`src/rtl/spi_bridge_pkg.sv`:
```
package spi_bridge_pkg;
  localparam int ADDR_BYTES = 3;
  localparam int FRAME_W    = 8 + 8 * ADDR_BYTES + 8;
  localparam int NBITS_W    = $clog2(FRAME_W + 1);
  localparam int WIN_SIZE   = 8;
  localparam logic [7:0] RD_OPCODE = 8'h03;

  localparam logic [2:0] OFF_OPC  = 3'd0;
  localparam logic [2:0] OFF_DATA = 3'd4;
  localparam logic [2:0] OFF_CTRL = 3'd5;
  localparam logic [2:0] OFF_BUSY = 3'd6;
  localparam logic [2:0] OFF_STAT = 3'd7;

  typedef enum logic [1:0] {H_IDLE, H_MEM, H_CMD} host_st_t;
  typedef enum logic [1:0] {E_IDLE, E_RUN, E_GAP} eng_st_t;

  function automatic logic [15:0] win_delta(input logic [15:0] a, input logic [15:0] base);
    return a - base;
  endfunction

  function automatic logic win_hit(input logic [15:0] a, input logic [15:0] base);
    return win_delta(a, base) < 16'(WIN_SIZE);
  endfunction

  function automatic logic [2:0] win_off(input logic [15:0] a, input logic [15:0] base);
    logic [15:0] d;
    d = win_delta(a, base);
    return d[2:0];
  endfunction

  function automatic logic [NBITS_W-1:0] frame_len(input logic with_data);
    return with_data ? NBITS_W'(FRAME_W) : NBITS_W'(FRAME_W - 8);
  endfunction
endpackage

```
`src/rtl/spi_serial_engine.sv`:
```
module spi_serial_engine
  import spi_bridge_pkg::*;
#(
  parameter int DIV = 4
) (
  input  logic               clk,
  input  logic               rst,
  input  logic               start,
  input  logic [FRAME_W-1:0] frame,
  input  logic [NBITS_W-1:0] nbits,
  output logic               busy,
  output logic               done,
  output logic [7:0]         rx_byte,
  output logic               sck,
  output logic               cs_n,
  output logic               mosi,
  input  logic               miso
);
  localparam int HALF  = DIV / 2;
  localparam int CNT_W = (HALF > 1) ? $clog2(HALF) : 1;

  eng_st_t            st;
  logic [CNT_W-1:0]   cnt;
  logic [FRAME_W-1:0] sh;
  logic [NBITS_W-1:0] left;
  logic               half_end;

  assign half_end = (cnt == CNT_W'(HALF - 1));
  assign busy     = (st != E_IDLE);
  assign done     = (st == E_GAP) && half_end;
  assign mosi     = sh[FRAME_W-1];

  always_ff @(posedge clk) begin
    if (rst) begin
      st <= E_IDLE; cnt <= '0; sh <= '0; left <= '0;
      sck <= 1'b0; cs_n <= 1'b1; rx_byte <= 8'h00;
    end else begin
      case (st)
        E_IDLE: if (start) begin
          sh <= frame; left <= nbits; cnt <= '0;
          sck <= 1'b0; cs_n <= 1'b0; st <= E_RUN;
        end
        E_RUN: if (half_end) begin
          cnt <= '0;
          if (!sck) begin
            sck     <= 1'b1;
            rx_byte <= {rx_byte[6:0], miso};
          end else begin
            sck  <= 1'b0;
            sh   <= {sh[FRAME_W-2:0], 1'b0};
            left <= left - NBITS_W'(1);
            if (left == NBITS_W'(1)) begin
              cs_n <= 1'b1;
              st   <= E_GAP;
            end
          end
        end else cnt <= cnt + CNT_W'(1);
        E_GAP: if (half_end) begin
          cnt <= '0; st <= E_IDLE;
        end else cnt <= cnt + CNT_W'(1);
        default: st <= E_IDLE;
      endcase
    end
  end
endmodule

```
`src/rtl/spi_cmd_regs.sv`:
```
module spi_cmd_regs
  import spi_bridge_pkg::*;
(
  input  logic               clk,
  input  logic               rst,
  input  logic               wr_en,
  input  logic [2:0]         off,
  input  logic [7:0]         wdata,
  input  logic               rx_load,
  input  logic [7:0]         rx_byte,
  input  logic               busy,
  input  logic [7:0]         status,
  output logic [7:0]         rd_data,
  output logic               start,
  output logic               with_data,
  output logic [FRAME_W-1:0] frame
);
  logic [7:0] opc;
  logic [7:0] adr [ADDR_BYTES];
  logic [7:0] dat;

  assign start = wr_en && (off == OFF_CTRL) && wdata[0];

  always_ff @(posedge clk) begin
    if (rst) begin
      opc <= 8'h00; dat <= 8'h00; with_data <= 1'b0;
      for (int i = 0; i < ADDR_BYTES; i++) adr[i] <= 8'h00;
    end else begin
      if (wr_en) begin
        if (off == OFF_OPC) opc <= wdata;
        if (off == OFF_DATA) dat <= wdata;
        if (off == OFF_CTRL) with_data <= wdata[1];
        for (int i = 0; i < ADDR_BYTES; i++)
          if (off == 3'(i + 1)) adr[i] <= wdata;
      end
      if (rx_load) dat <= rx_byte;
    end
  end

  always_comb begin
    rd_data = 8'h00;
    case (off)
      OFF_OPC:  rd_data = opc;
      OFF_DATA: rd_data = dat;
      OFF_CTRL: rd_data = {6'b0, with_data, 1'b0};
      OFF_BUSY: rd_data = {7'b0, busy};
      OFF_STAT: rd_data = status;
      default:  rd_data = adr[off - 3'd1];
    endcase
  end

  generate
    for (genvar g = 0; g < ADDR_BYTES; g++) begin : g_addr
      assign frame[FRAME_W-9-8*g -: 8] = adr[g];
    end
  endgenerate
  assign frame[FRAME_W-1 -: 8] = opc;
  assign frame[7:0]            = dat;
endmodule

```
`src/rtl/spi_boot_bridge.sv`:
```
module spi_boot_bridge
  import spi_bridge_pkg::*;
#(
  parameter int DIV = 4
) (
  input  logic        clk,
  input  logic        rst,
  input  logic        strap_en,
  input  logic [7:0]  cfg_base_hi,
  input  logic [7:0]  cfg_base_lo,
  input  logic        host_req,
  input  logic        host_io,
  input  logic        host_we,
  input  logic [23:0] host_addr,
  input  logic [7:0]  host_wdata,
  output logic        host_ack,
  output logic [7:0]  host_rdata,
  output logic [7:0]  status_o,
  output logic        spi_sck,
  output logic        spi_cs_n,
  output logic        spi_mosi,
  input  logic        spi_miso
);
  host_st_t           st;
  logic               en_q;
  logic [15:0]        base;
  logic               accept, mem_go, io_go, reg_wr, cmd_start, with_data;
  logic               eng_start, eng_busy, eng_done, rx_load;
  logic [7:0]         eng_rx, reg_rd;
  logic [2:0]         off;
  logic [FRAME_W-1:0] reg_frame, eng_frame;
  logic [NBITS_W-1:0] eng_nbits;

  assign base      = {cfg_base_hi, cfg_base_lo};
  assign off       = win_off(host_addr[15:0], base);
  assign status_o  = {6'b0, en_q, 1'b0};
  assign accept    = en_q && (st == H_IDLE) && !host_ack && !eng_busy && host_req;
  assign mem_go    = accept && !host_io && !host_we;
  assign io_go     = accept && host_io && win_hit(host_addr[15:0], base);
  assign reg_wr    = io_go && host_we;
  assign eng_start = mem_go || cmd_start;
  assign eng_frame = mem_go ? {RD_OPCODE, host_addr, 8'h00} : reg_frame;
  assign eng_nbits = mem_go ? frame_len(1'b1) : frame_len(host_wdata[1]);
  assign rx_load   = (st == H_CMD) && eng_done && with_data;

  spi_cmd_regs u_regs (
    .clk(clk), .rst(rst), .wr_en(reg_wr), .off(off), .wdata(host_wdata),
    .rx_load(rx_load), .rx_byte(eng_rx), .busy(eng_busy), .status(status_o),
    .rd_data(reg_rd), .start(cmd_start), .with_data(with_data), .frame(reg_frame)
  );

  spi_serial_engine #(.DIV(DIV)) u_eng (
    .clk(clk), .rst(rst), .start(eng_start), .frame(eng_frame), .nbits(eng_nbits),
    .busy(eng_busy), .done(eng_done), .rx_byte(eng_rx),
    .sck(spi_sck), .cs_n(spi_cs_n), .mosi(spi_mosi), .miso(spi_miso)
  );

  always_ff @(posedge clk) begin
    if (rst) begin
      en_q <= strap_en; st <= H_IDLE; host_ack <= 1'b0; host_rdata <= 8'h00;
    end else begin
      host_ack <= 1'b0;
      case (st)
        H_IDLE: begin
          if (mem_go) st <= H_MEM;
          else if (io_go) begin
            host_ack <= 1'b1;
            if (!host_we) host_rdata <= reg_rd;
            if (cmd_start) st <= H_CMD;
          end
        end
        H_MEM: if (eng_done) begin
          host_rdata <= eng_rx; host_ack <= 1'b1; st <= H_IDLE;
        end
        H_CMD: if (eng_done) st <= H_IDLE;
        default: st <= H_IDLE;
      endcase
    end
  end
endmodule

```
`config.mk`:
```
export PLATFORM = sky130hd
export DESIGN_NAME = spi_boot_bridge
export DESIGN_NICKNAME = d
export VERILOG_FILES = /design/src/rtl/spi_bridge_pkg.sv /design/src/rtl/spi_serial_engine.sv /design/src/rtl/spi_cmd_regs.sv /design/src/rtl/spi_boot_bridge.sv
export SDC_FILE = /design/constraint.sdc
export NUM_CORES = 1
export LEC_CHECK = 0
export BUFFER_PORTS_ARGS = -buffer_cell sky130_fd_sc_hd__buf_4
export CORE_MARGIN = 5
export CORE_UTILIZATION = 60
export DETAILED_ROUTE_END_ITERATION = 12
export PLACE_DENSITY_LB_ADDON = 0.2
export SYNTH_ARGS = -nofsm -noshare
export SYNTH_HDL_FRONTEND = slang
export SYNTH_SLANG_ARGS = --single-unit
```
`constraint.sdc`:
```
create_clock -name clk -period 4.9 [get_ports clk]
set_clock_uncertainty 0.05 [all_clocks]
set_input_delay 1.47 -clock clk [delete_from_list [all_inputs] [get_ports clk]]
set_output_delay 1.47 -clock clk [all_outputs]
set_load 0.02 [all_outputs]
```
=== Word-level counts from Yosys, hierarchy flattened ===
Memories as Yosys holds them, arrays and structs flattened.
Cells that the tools add are included.

* Add/sub/neg operators: 4
* Multiply operators: 0
* Divide/modulo/power cells: 0
* Magnitude comparators: 1
* Eq/ne operators: 24
* Shifts and indexed selects: 0
* Multiplexer cells: 62
* Bitwise gates (word level): 4
* Reduce and logical (&&, ||, !) cells: 41

{| class="wikitable"
|+ Operators with widths
! kind !! count
|-
| $mux W40 || 4
|-
| $mux W8 || 10
|-
| $pmux W40 S2 || 1
|-
| $pmux W8 S5 || 1
|-
| $mux W1 || 24
|-
| $mux W2 || 9
|-
| $mux W6 || 3
|-
| $lt A16 B4 Y1 const B || 1
|-
| $pmux W8 S2 || 1
|-
| $sub A16 B16 Y16 || 1
|-
| $reduce_and A5 Y1 || 3
|-
| $logic_and A1 B1 Y1 || 14
|-
| $eq A3 B3 Y1 const B || 4
|-
| $pmux W6 S2 || 1
|-
| $reduce_bool A2 Y1 || 6
|-
| $ne A2 B1 Y1 const B || 5
|-
| $ne A2 B2 Y1 const B || 5
|-
| $reduce_and A3 Y1 || 3
|-
| $mux W4 || 2
|-
| $pmux W1 S2 || 4
|-
| $reduce_and A2 Y1 || 4
|-
| $eq A3 B2 Y1 const B || 2
|-
| $eq A6 B1 Y1 const B || 1
|-
| $ne A3 B3 Y1 const B || 2
|-
| other kinds (16) || 25
|}

* Register bits: 88
* Latch bits: 0
* Memory bits (writable): 24
* Memory bits (read-only): 0
* Bits of input ports: 55
* Output and inout port bits: 20
* Word-level logic and storage cells: 151
* Memories kept: 1

{| class="wikitable"
|+ Memory list
! memory !! depth !! bits a word !! read ports !! clocked after Yosys merged registers in !! wr ports !! line !! source
|-
| u_regs.adr || 3 || 8 || 4 || 0 || 3 || spi_cmd_regs.sv:19 || <nowiki>logic [7:0] adr [ADDR_BYTES];</nowiki>
|}

=== Logic depth before layout (Yosys ltp) ===
Gate-level depths: netlist of the first run.

* Word-level depth: 14
* Gate-level depth with buffers: 14
* Depth with buffers taken out: 13

=== Modules after synthesis ===
Synthesis of the first run repeated with hierarchy kept, for this count alone.

* Cells, all modules: 740
* Area total of the unflattened synthesis: 6,988.0 um^2

{| class="wikitable"
|+ By module, submodules not included
! module !! times used !! cells an instance !! area an instance (um^2)
|-
| spi_serial_engine || 1 || 297 || 2,813.9
|-
| spi_boot_bridge || 1 || 269 || 2,150.8
|-
| spi_cmd_regs || 1 || 174 || 2,023.2
|}

=== Least setup slack after synthesis of the first run ===
OpenSTA, ideal clock, no wires.

* Path kind: input-to-reg
* Start point: input host_addr[0]
* End point: memory u_regs.adr[0][0], data pin
* Library setup time: 0.142 ns
* Arrival time: 4.419 ns
* Required time: 4.708 ns
* Setup slack: 0.289 ns
* Stages on the path: 12
* Path buffers: 0
* Cells stage by stage: inv_1 -> ha_1 -> inv_1 -> fa_1 -> a21oi_1 -> mux2i_1 -> a2111oi_0 -> nand4_1 -> or4b_1 -> or4b_4 -> nor4_4 -> and2_1

{| class="wikitable"
|+ RTL lines
! element !! line !! source
|-
| start: declaration || spi_boot_bridge.sv:14 || <nowiki>input logic [23:0] host_addr,</nowiki>
|-
| end: declaration || spi_cmd_regs.sv:19 ||
|}

==> summary.md, run 1 <==
| Metric | Value |
|---|---|
| VDD IR-drop max | 0.000238 V |
| Number of synthesized flops with an enable pin | 25 |
| Ant diodes | 0 |
| Worst path cell trace | buf_4, inv_1, ha_1, inv_1, fa_1, a21oi_1, mux2i_1, a2111oi_0, nand4_1, or4b_1, or4b_4, nor4_4, buf_4, and2_1 |
| Beginning of the worst hold path | u_eng.sh[15] |
| Post CTS Setup Buffer Count | 0 |
| Library cells used by synthesis | 76 |
| Largest cells by area after synthesis | dfxtp_1 23%, edfxtp_1 10%, a21oi_1 6.0%, mux2i_1 5.9%, nand2_1 5.8% |
| Max Freq | 213 MHz |
| Reg-to-Reg Start | st[0] |
| Slew @ Worst Pin | 1.03 ns |
| Reg2reg end | u_regs.adr[1][2] |
| Total global-route track usage | 0.295 |
| Yosys Warn Count | 0 |
| Power Total | 2.23 mW |
| CP Capture Type | flop |
| Post-DRT Antenna Nets | 0 |
| CP Class | in2reg |
| Non-filler instance count after layout | 1156 |
| Routed wire length | 21900 um |
| Num CTS Buffers | 9 |
| Die Y-Extent | 122 um |
| Outcome | finished clean |
| Ys flop type | dfxtp_1 |
| Die Area | 14800 um^2 |
| Post-DP HPWL | 15700 um |
| Cell count of the worst reg-to-reg path | 11 |
| Avg WL per Cell | 18.9 um |
| Growth of design area from synthesis to finish | 14.7% |
| Fin. Hold Viols | 0 |
| Critical Path Fanout Max | 8 |
| Pin count of the biggest net entering global routing | 92 |
| FP Rows | 40 |
| Hold_buf cts | 0 |
| Worst min-delay path class | reg2reg |
| Mapped Area | 7480 um^2 |
| Global-route wire length before repair | 34700 um |
| Final core occ | 0.708 |
| Iteration count of the initial detailed-routing pass | 5 |
| GP Congestion | 0.960 |
| Sequential share of the synthesized area | 0.333 |
| Root Buffer | clkbuf_16 |
| Share of cells above drive strength 1 | 0.152 |
| Initial antenna violation count | 0 |
| Hold Slack | 0.420 ns |
| Crit-path slowest cell | or4b_1 |
| CP Data Arrival Time | 4.86 ns |
| Nets@finish | 1066 |
| R2R Setup Slk | 1.34 ns |
| Pwr dens | 260 nW/um^2 |
| Minimum clock period | 4.70 ns |
| Max Slew Vio Count | 0 |
| Width of the die | 122 um |
| I/O pin count | 75 |
| Final Cycle Share | 0.959 |
| Vias in the first global route | 6586 |
| Asr flop ratio synth | 0 |
| Area after DPL | 8280 um^2 |
| # setup viols final | 0 |
| TritonCTS clock tree | done |
| Design Area, Final | 8580 um^2 |
| List of most frequent post-synthesis cells | 116 x nand2_1, 90 x a21oi_1, 87 x dfxtp_1, 57 x clkbuf_1, 57 x nand3_1 |
| Pleak | 3.21 nW |
| Placed cells | 1140 |
| Post-cts gate resize count | 0 |
| Post-synth top area cell | dfxtp_1 |
| Mean Syn Cell Area | 7.98 um^2 |
| DR DRC count | 0 |
| RSZ-0062 raised after global routing | false |
| Sink Count | 112 |
| Top-count cell post-synth | nand2_1 |
| CTS max path bufs | 2 |
| Yosys reg bits | 112 |
| H-tree levels | 3 |
| Overflow after GRT | 0 |
| Critical Path Start Type | primary input |
| Cells after Synth | 937 |
| Critical Path Max Stage Delay | 0.59 ns |
| Hold Path End | u_eng.sh[15] |
| Critical Path RT | 5.06 ns |
| Cell depth of the worst min-delay path | 2 |
| CORE AREA | 12100 um^2 |
| Via-to-Cell Ratio | 6.29 |
| Clk_lat worst skew | 0.36 ns |
| Total number of vias | 7277 |
| Starting Density | 0.617 |
| Rel. slew slack | 0.311 |
| Starting DRT DRC Count | 877 |
| Max-Cap Viols | 0 |
| IO Port Bufs | 67 |
| Clock-pin transition on the worst setup and hold timing paths | 0.07 ns |
| Synth top area share | 0.233 |
[final cells by class]
| class | count | area (um^2) |
|---|---|---|
| clock buffers | 11 | 254 |
| clock inverters | 5 | 47.5 |
| fillers | 1065 | 3530 |
| multi-input cells | 710 | 4510 |
| well taps | 168 | 210 |
| flip-flops and latches | 112 | 2490 |
| repair buffers | 115 | 938 |
| inverters | 35 | 131 |
[cell families after synthesis]
group | synth area share
buffers and inverters | 0.0686
adder cells (fa/ha/maj) | 0.0478
other | 0.000501
flip-flops | 0.333
AND/OR/NAND/NOR | 0.237
XOR/XNOR | 0.00820
AO/OA/AOI/OAI | 0.244
multiplexers | 0.0604
[report_power, final]
| group | total, mW | internal, mW | switching (mW) | leakage [nW] |
|---|---|---|---|---|
| Clock | 0.739 | 0.385 | 0.354 | 0.150 |
| Combinational | 0.519 | 0.207 | 0.312 | 2.10 |
| Sequential | 0.972 | 0.959 | 0.0132 | 0.958 |
| Total | 2.23 | 1.55 | 0.680 | 3.21 |
[placed cells by master (no fill, tap or decap), drive strengths merged, types with 5 or more instances in the layout]
cell type / n
nand4: 6
a211o: 10
edfxtp: 25
or3: 5
ha: 27
o21bai: 5
dfxtp: 87
conb: 7
buf: 115
o211ai: 43
nand3: 57
a2bb2oi: 7
mux2i: 44
o311ai: 5
nor2: 38
a21oi: 92
inv: 37
nor3: 19
clkbuf: 11
a211oi: 8
a21o: 9
o21ai: 54
o22ai: 6
nand4b: 12
and2: 11
a311oi: 8
nand2b: 45
nand2: 116
and3: 6
[worst max-delay path, delay by kind of cell]
kind / cells / cell delay [ns]
muxes: 1 / 0.12
buffers and inverters: 4 / 0.44
adders and majority gates: 2 / 0.57
and+or+nand+nor: 5 / 1.72
AOI/OAI and AO/OA: 2 / 0.55
[stage by stage]
stage / setup slack, ns / setup TNS (ns)
2_1_floorplan: 0.289 / 0
3_3_place_gp: -0.0304 / -0.686
3_5_place_dp: -0.0802 / -1.66
4_1_cts: 0.239 / 0
5_1_grt: 0.0833 / 0
6_report: 0.203 / 0
[worst max-delay path by stage]
stage | from | to | cells past startpoint | slack [ns]
global placement | host_addr[0] | u_regs.adr[0][6] | 14 | -0.03
finish | host_addr[0] | u_regs.adr[1][2] | 14 | 0.20
detailed placement | host_addr[0] | u_regs.adr[0][7] | 14 | -0.08
CTS | host_addr[0] | u_regs.adr[1][2] | 14 | 0.24
global route | host_addr[0] | u_regs.adr[1][2] | 14 | 0.08
floorplan | host_addr[0] | u_regs.adr[0][0] | 12 | 0.29
[sequential cells by signal, indices dropped and copies added, names as in the netlist, 2 cells and up]
register       cells
st                 2
u_regs.dat         8
u_eng.sh          40
host_rdata         8
u_eng.left         6
u_eng.st           2
u_eng.rx_byte      8
u_regs.adr        24
u_regs.opc         8
[layer usage]
metal  routed length, um  global-route usage
met5                   0                   0
met4                 478              0.0938
met3                1850              0.0469
met2               10000               0.459
met1                9520               0.420
No activity file was read; power rests on OpenSTA's default activity.
==> inputs of run 2 (changes only) <==
--- a/config.mk
+++ b/config.mk
@@ -5,9 +5,10 @@
 export SDC_FILE = /design/constraint.sdc
 export NUM_CORES = 1
 export LEC_CHECK = 0
+export ABC_AREA = 1
 export BUFFER_PORTS_ARGS = -buffer_cell sky130_fd_sc_hd__buf_4
 export CORE_MARGIN = 5
-export CORE_UTILIZATION = 60
+export CORE_UTILIZATION = 50
 export DETAILED_ROUTE_END_ITERATION = 12
 export PLACE_DENSITY_LB_ADDON = 0.2
 export SYNTH_ARGS = -nofsm -noshare
==> constraint.sdc (replaced) <==
create_clock -name clk -period 4.9 [get_ports clk]
set_clock_uncertainty 0.05 [all_clocks]
set_input_delay 1.47 -clock clk [delete_from_list [all_inputs] [get_ports clk]]
set_output_delay 1.47 -clock clk [all_outputs]
set_load 0.01 [all_outputs]
==> run 2 against run 1 <==
Compared with the run above:
- register-to-register slack improved by 0.39 ns
- global-route usage fell by 5.5 points
- area after synthesis fell by 6.2%
- critical path type unchanged
- critical endpoint is now u_regs.adr[0][4]
- largest power group unchanged
- highest routed layer unchanged
==> summary.md, run 2 <==
| Metric | Value |
|---|---|
| Cell count of the worst reg-to-reg path | 14 (+3) |
| Root Buffer | clkbuf_16 |
| Most common cell after layout, fill and taps aside | nand2_1 |
| GP Congestion | 0.925 (-3.6%) |
| Non-filler instance count after layout | 1262 (+9.2%) |
| Fin. Hold Viols | 0 (unchanged) |
| Nets@finish | 1160 (+8.8%) |
| Reg2reg end | u_regs.adr[0][4] |
| Seq pwr share | 0.430 (-0.006) |
| Ys flop type | dfxtp_1 |
| Clock-pin transition on the worst setup and hold timing paths | 0.07 ns (about the same) |
| Max-Cap Viols | 0 (unchanged) |
| Num CTS Buffers | 9 (unchanged) |
| Internal Power | 1.62 mW (+4.3%) |
| IO Port Bufs | 67 (unchanged) |
| Max Freq | 233 MHz (+9.2%) |
| Mapped Area | 7010 um^2 (-6.2%) |
| Gate power share | 0.241 (+0.008) |
| R2R Setup Slk | 1.73 ns (+0.39 ns) |
| List of most frequent post-synthesis cells | 257 x nand2_1, 153 x nor2_1, 111 x inv_1, 106 x nand3_1, 87 x dfxtp_1 |
| Die Y-Extent | 128 um (+5.6%) |
| Fill cells | 1341 (+26%) |
| Post-synth top area cell | dfxtp_1 |
| Pre-CTS WS | 0.245 ns (+0.325 ns) |
| CP Data Arrival Time | 4.36 ns (-0.50 ns) |
| Post-DP HPWL | 14500 um (-7.6%) |
| Critical Path RT | 4.96 ns (-0.10 ns) |
| Power Total | 2.36 mW (+5.9%) |
| Hold_buf cts | 0 (unchanged) |
| TritonCTS clock tree | done |
| Pwr dens | 300 nW/um^2 (+15%) |
| Vias in the first global route | 6225 (-5.5%) |
| Top-count cell post-synth | nand2_1 |
| Placed cells | 1246 (+9.3%) |
| Rel. slew slack | 0.345 (+0.0347) |
| CP Capture Type | flop |
| Sequential share of the synthesized area | 0.355 (+0.0221) |
| Slew @ Worst Pin | 0.980 ns (-0.0509 ns) |
| Area after DPL | 7560 um^2 (-8.7%) |
| Final core occ | 0.570 (-0.138) |
| Design Area, Final | 7880 um^2 (-8.2%) |
| Clk_lat worst skew | 0.36 ns (about the same) |
| CORE AREA | 13800 um^2 (+14%) |
| Minimum clock period | 4.30 ns (-0.397 ns) |
| Setup ws final | 0.600 ns (+0.397 ns) |
| Cells after Synth | 1040 (+11%) |
| Cell depth of the worst min-delay path | 2 (unchanged) |
| Pin count of the biggest net entering global routing | 43 (-53%) |
| Post CTS Setup Buffer Count | 0 (unchanged) |
| Iteration count of the initial detailed-routing pass | 6 (+1) |
| Outcome | finished clean |
| Growth of design area from synthesis to finish | 12.4% |
| Number of synthesized flops with an enable pin | 25 (unchanged) |
| Total global-route track usage | 0.240 (-0.0552) |
| Share of cells above drive strength 1 | 0.110 (-0.0418) |
| Width of the die | 128 um (+5.6%) |
| Post-DRT Antenna Nets | 0 (unchanged) |
| Routed wire length | 19600 um (-11%) |
| Sink Count | 112 (unchanged) |
| Initial antenna violation count | 0 (unchanged) |
| VDD IR-drop max | 0.000193 V (-19%) |
| Beginning of the worst hold path | u_eng.cs_n |
| Commonest cells after routing, fill and taps aside | 257 x nand2_1, 153 x nor2_1, 110 x inv_1 |
| Ant diodes | 0 (unchanged) |
| Avg WL per Cell | 15.5 um (-18%) |
| CP Class | in2reg |
| Reg-to-Reg Start | u_eng.st[1] |
| I/O pin count | 75 (unchanged) |
| Via-to-Cell Ratio | 5.35 (-15%) |
| CTS max path bufs | 2 (unchanged) |
| Starting Density | 0.507 (-0.110) |
| Top reg by flops | u_eng.sh |
| Asr flop ratio synth | 0 (unchanged) |
| Total number of vias | 6756 (-7.2%) |
| Largest cells by area after synthesis | dfxtp_1 25%, nand2_1 14%, edfxtp_1 11%, nor2_1 8.2%, nand3_1 7.6% |
| Pleak | 3.65 nW (+14%) |
| Global-route wire length before repair | 31800 um (-8.3%) |
| Critical Path Fanout Max | 8 (unchanged) |
| Max Slew Vio Count | 0 (unchanged) |
| Synth top area share | 0.248 (+0.0154) |
| Clock Power Share | 0.329 (-0.002) |
| Psw | 0.744 mW (+9.4%) |
| Hold Path End | u_eng.cs_n |
| Overflow after GRT | 0 (unchanged) |
| H-tree levels | 3 (unchanged) |
| Die Area | 16500 um^2 (+11%) |
| Total Neg Setup Slack | 0 ns (unchanged) |
| Post-cts gate resize count | 0 (unchanged) |
| Starting DRT DRC Count | 740 (-16%) |
| Library cells used by synthesis | 48 (-37%) |
| Final Cycle Share | 0.878 (-0.0810) |
| Worst min-delay path class | reg2reg |
| Yosys Warn Count | 0 (unchanged) |
| FP Rows | 43 (+7.5%) |
| Switching part of the total power | 0.315 (+0.0102) |
| Mean Syn Cell Area | 6.74 um^2 (-15%) |
| # setup viols final | 0 (unchanged) |
| Hold Slack | 0.416 ns (-0.00414 ns) |
| Yosys reg bits | 112 (unchanged) |
| DR DRC count | 0 (unchanged) |
| RSZ-0062 raised after global routing | false |
| Regs by FF count | u_eng.sh (40), u_regs.adr (24) |
| Critical Path Start Type | primary input |
| Max reg flops | 40 (unchanged) |
[run 2: cell count changes after synthesis, sizes merged, moves of 19 or more]
| cell | delta |
|---|---|
| nand2 | +145 |
| nor2 | +119 |
| a21oi | -48 |
| clkbuf | -21 |
| nand2b | -45 |
| inv | +78 |
| mux2i | -34 |
| o21ai | +19 |
| nand3 | +51 |
| o211ai | -39 |
[run 2: kinds of logic (layout without fill, tap and decap cells)]
| family | count (synthesis) | count (layout) | synth area share |
|---|---|---|---|
| adders and majority gates | 28 | 28 | 0.0510 |
| and+or+nand+nor | 547 | 547 | 0.331 |
| other | 1 | 7 | 0.000535 |
| buffers and inverters | 171 | 207 | 0.103 |
| DFF | 112 | 112 | 0.355 |
| xor gates and xnor gates | 5 | 5 | 0.00624 |
| muxes | 10 | 10 | 0.0143 |
| AOI/OAI and AO/OA | 166 | 166 | 0.138 |
[run 2: worst max path at each step]
| stage | to | slack (ns) | cells past startpoint | startpoint |
|---|---|---|---|---|
| after floorplan | u_regs.adr[0][0] | 0.93 | 17 | host_addr[0] |
| after global placement | u_regs.adr[0][4] | 0.36 | 18 | host_addr[0] |
| after detailed placement | u_regs.adr[0][3] | 0.24 | 18 | host_addr[0] |
| after CTS | u_regs.adr[2][3] | 0.62 | 18 | host_addr[0] |
| after global routing | u_regs.adr[0][3] | 0.16 | 18 | host_addr[0] |
| final | u_regs.adr[0][4] | 0.60 | 18 | host_addr[0] |
[run 2: critical path: stages]
cell	delay (ns)
buf_4	0.10
inv_1	0.05
ha_1	0.13
inv_1	0.08
fa_1	0.44
nand2_1	0.10
nand2_2	0.08
nand3_1	0.10
nand2_1	0.08
nand2_1	0.08
nand2_1	0.06
nand2_1	0.09
nand2_1	0.06
nor2_1	0.11
nand3_2	0.15
nor3b_4	0.38
o211ai_1	0.33
a21boi_0	0.46
[run 2: layout make-up]
| type | count | area, um^2 | share of cell area |
|---|---|---|---|
| Multi-Input combinational cell | 763 | 3830 | 0.486 |
| Sequential cell | 112 | 2490 | 0.316 |
| Timing Repair Buffer | 77 | 578 | 0.0733 |
| Inverter | 114 | 433 | 0.0549 |
| Clock buffer | 12 | 289 | 0.0367 |
| Tap cell | 180 | 225 | 0.0286 |
| Clock inverter | 4 | 30.0 | 0.00381 |
[run 2: metal layers]
metal / wire, um / up-vias / GRT usage / share of wire
li1: - / 3439 / - / -
met1: 9210 / 3058 / 0.346 / 0.47
met2: 8550 / 212 / 0.362 / 0.44
met3: 1250 / 47 / 0.0452 / 0.064
met4: 540 / 0 / 0.0780 / 0.028
met5: 0 / - / 0 / 0
[run 2: power groups by stage]
stage               registers, mW  clock network (mW)  logic [mW]
floorplan                    1.04                   0       0.386
global placement             1.03                   0       0.563
detailed placement           1.03                   0       0.564
CTS                          1.01               0.784       0.568
global route                 1.02               0.822       0.646
finish                       1.01               0.777       0.570
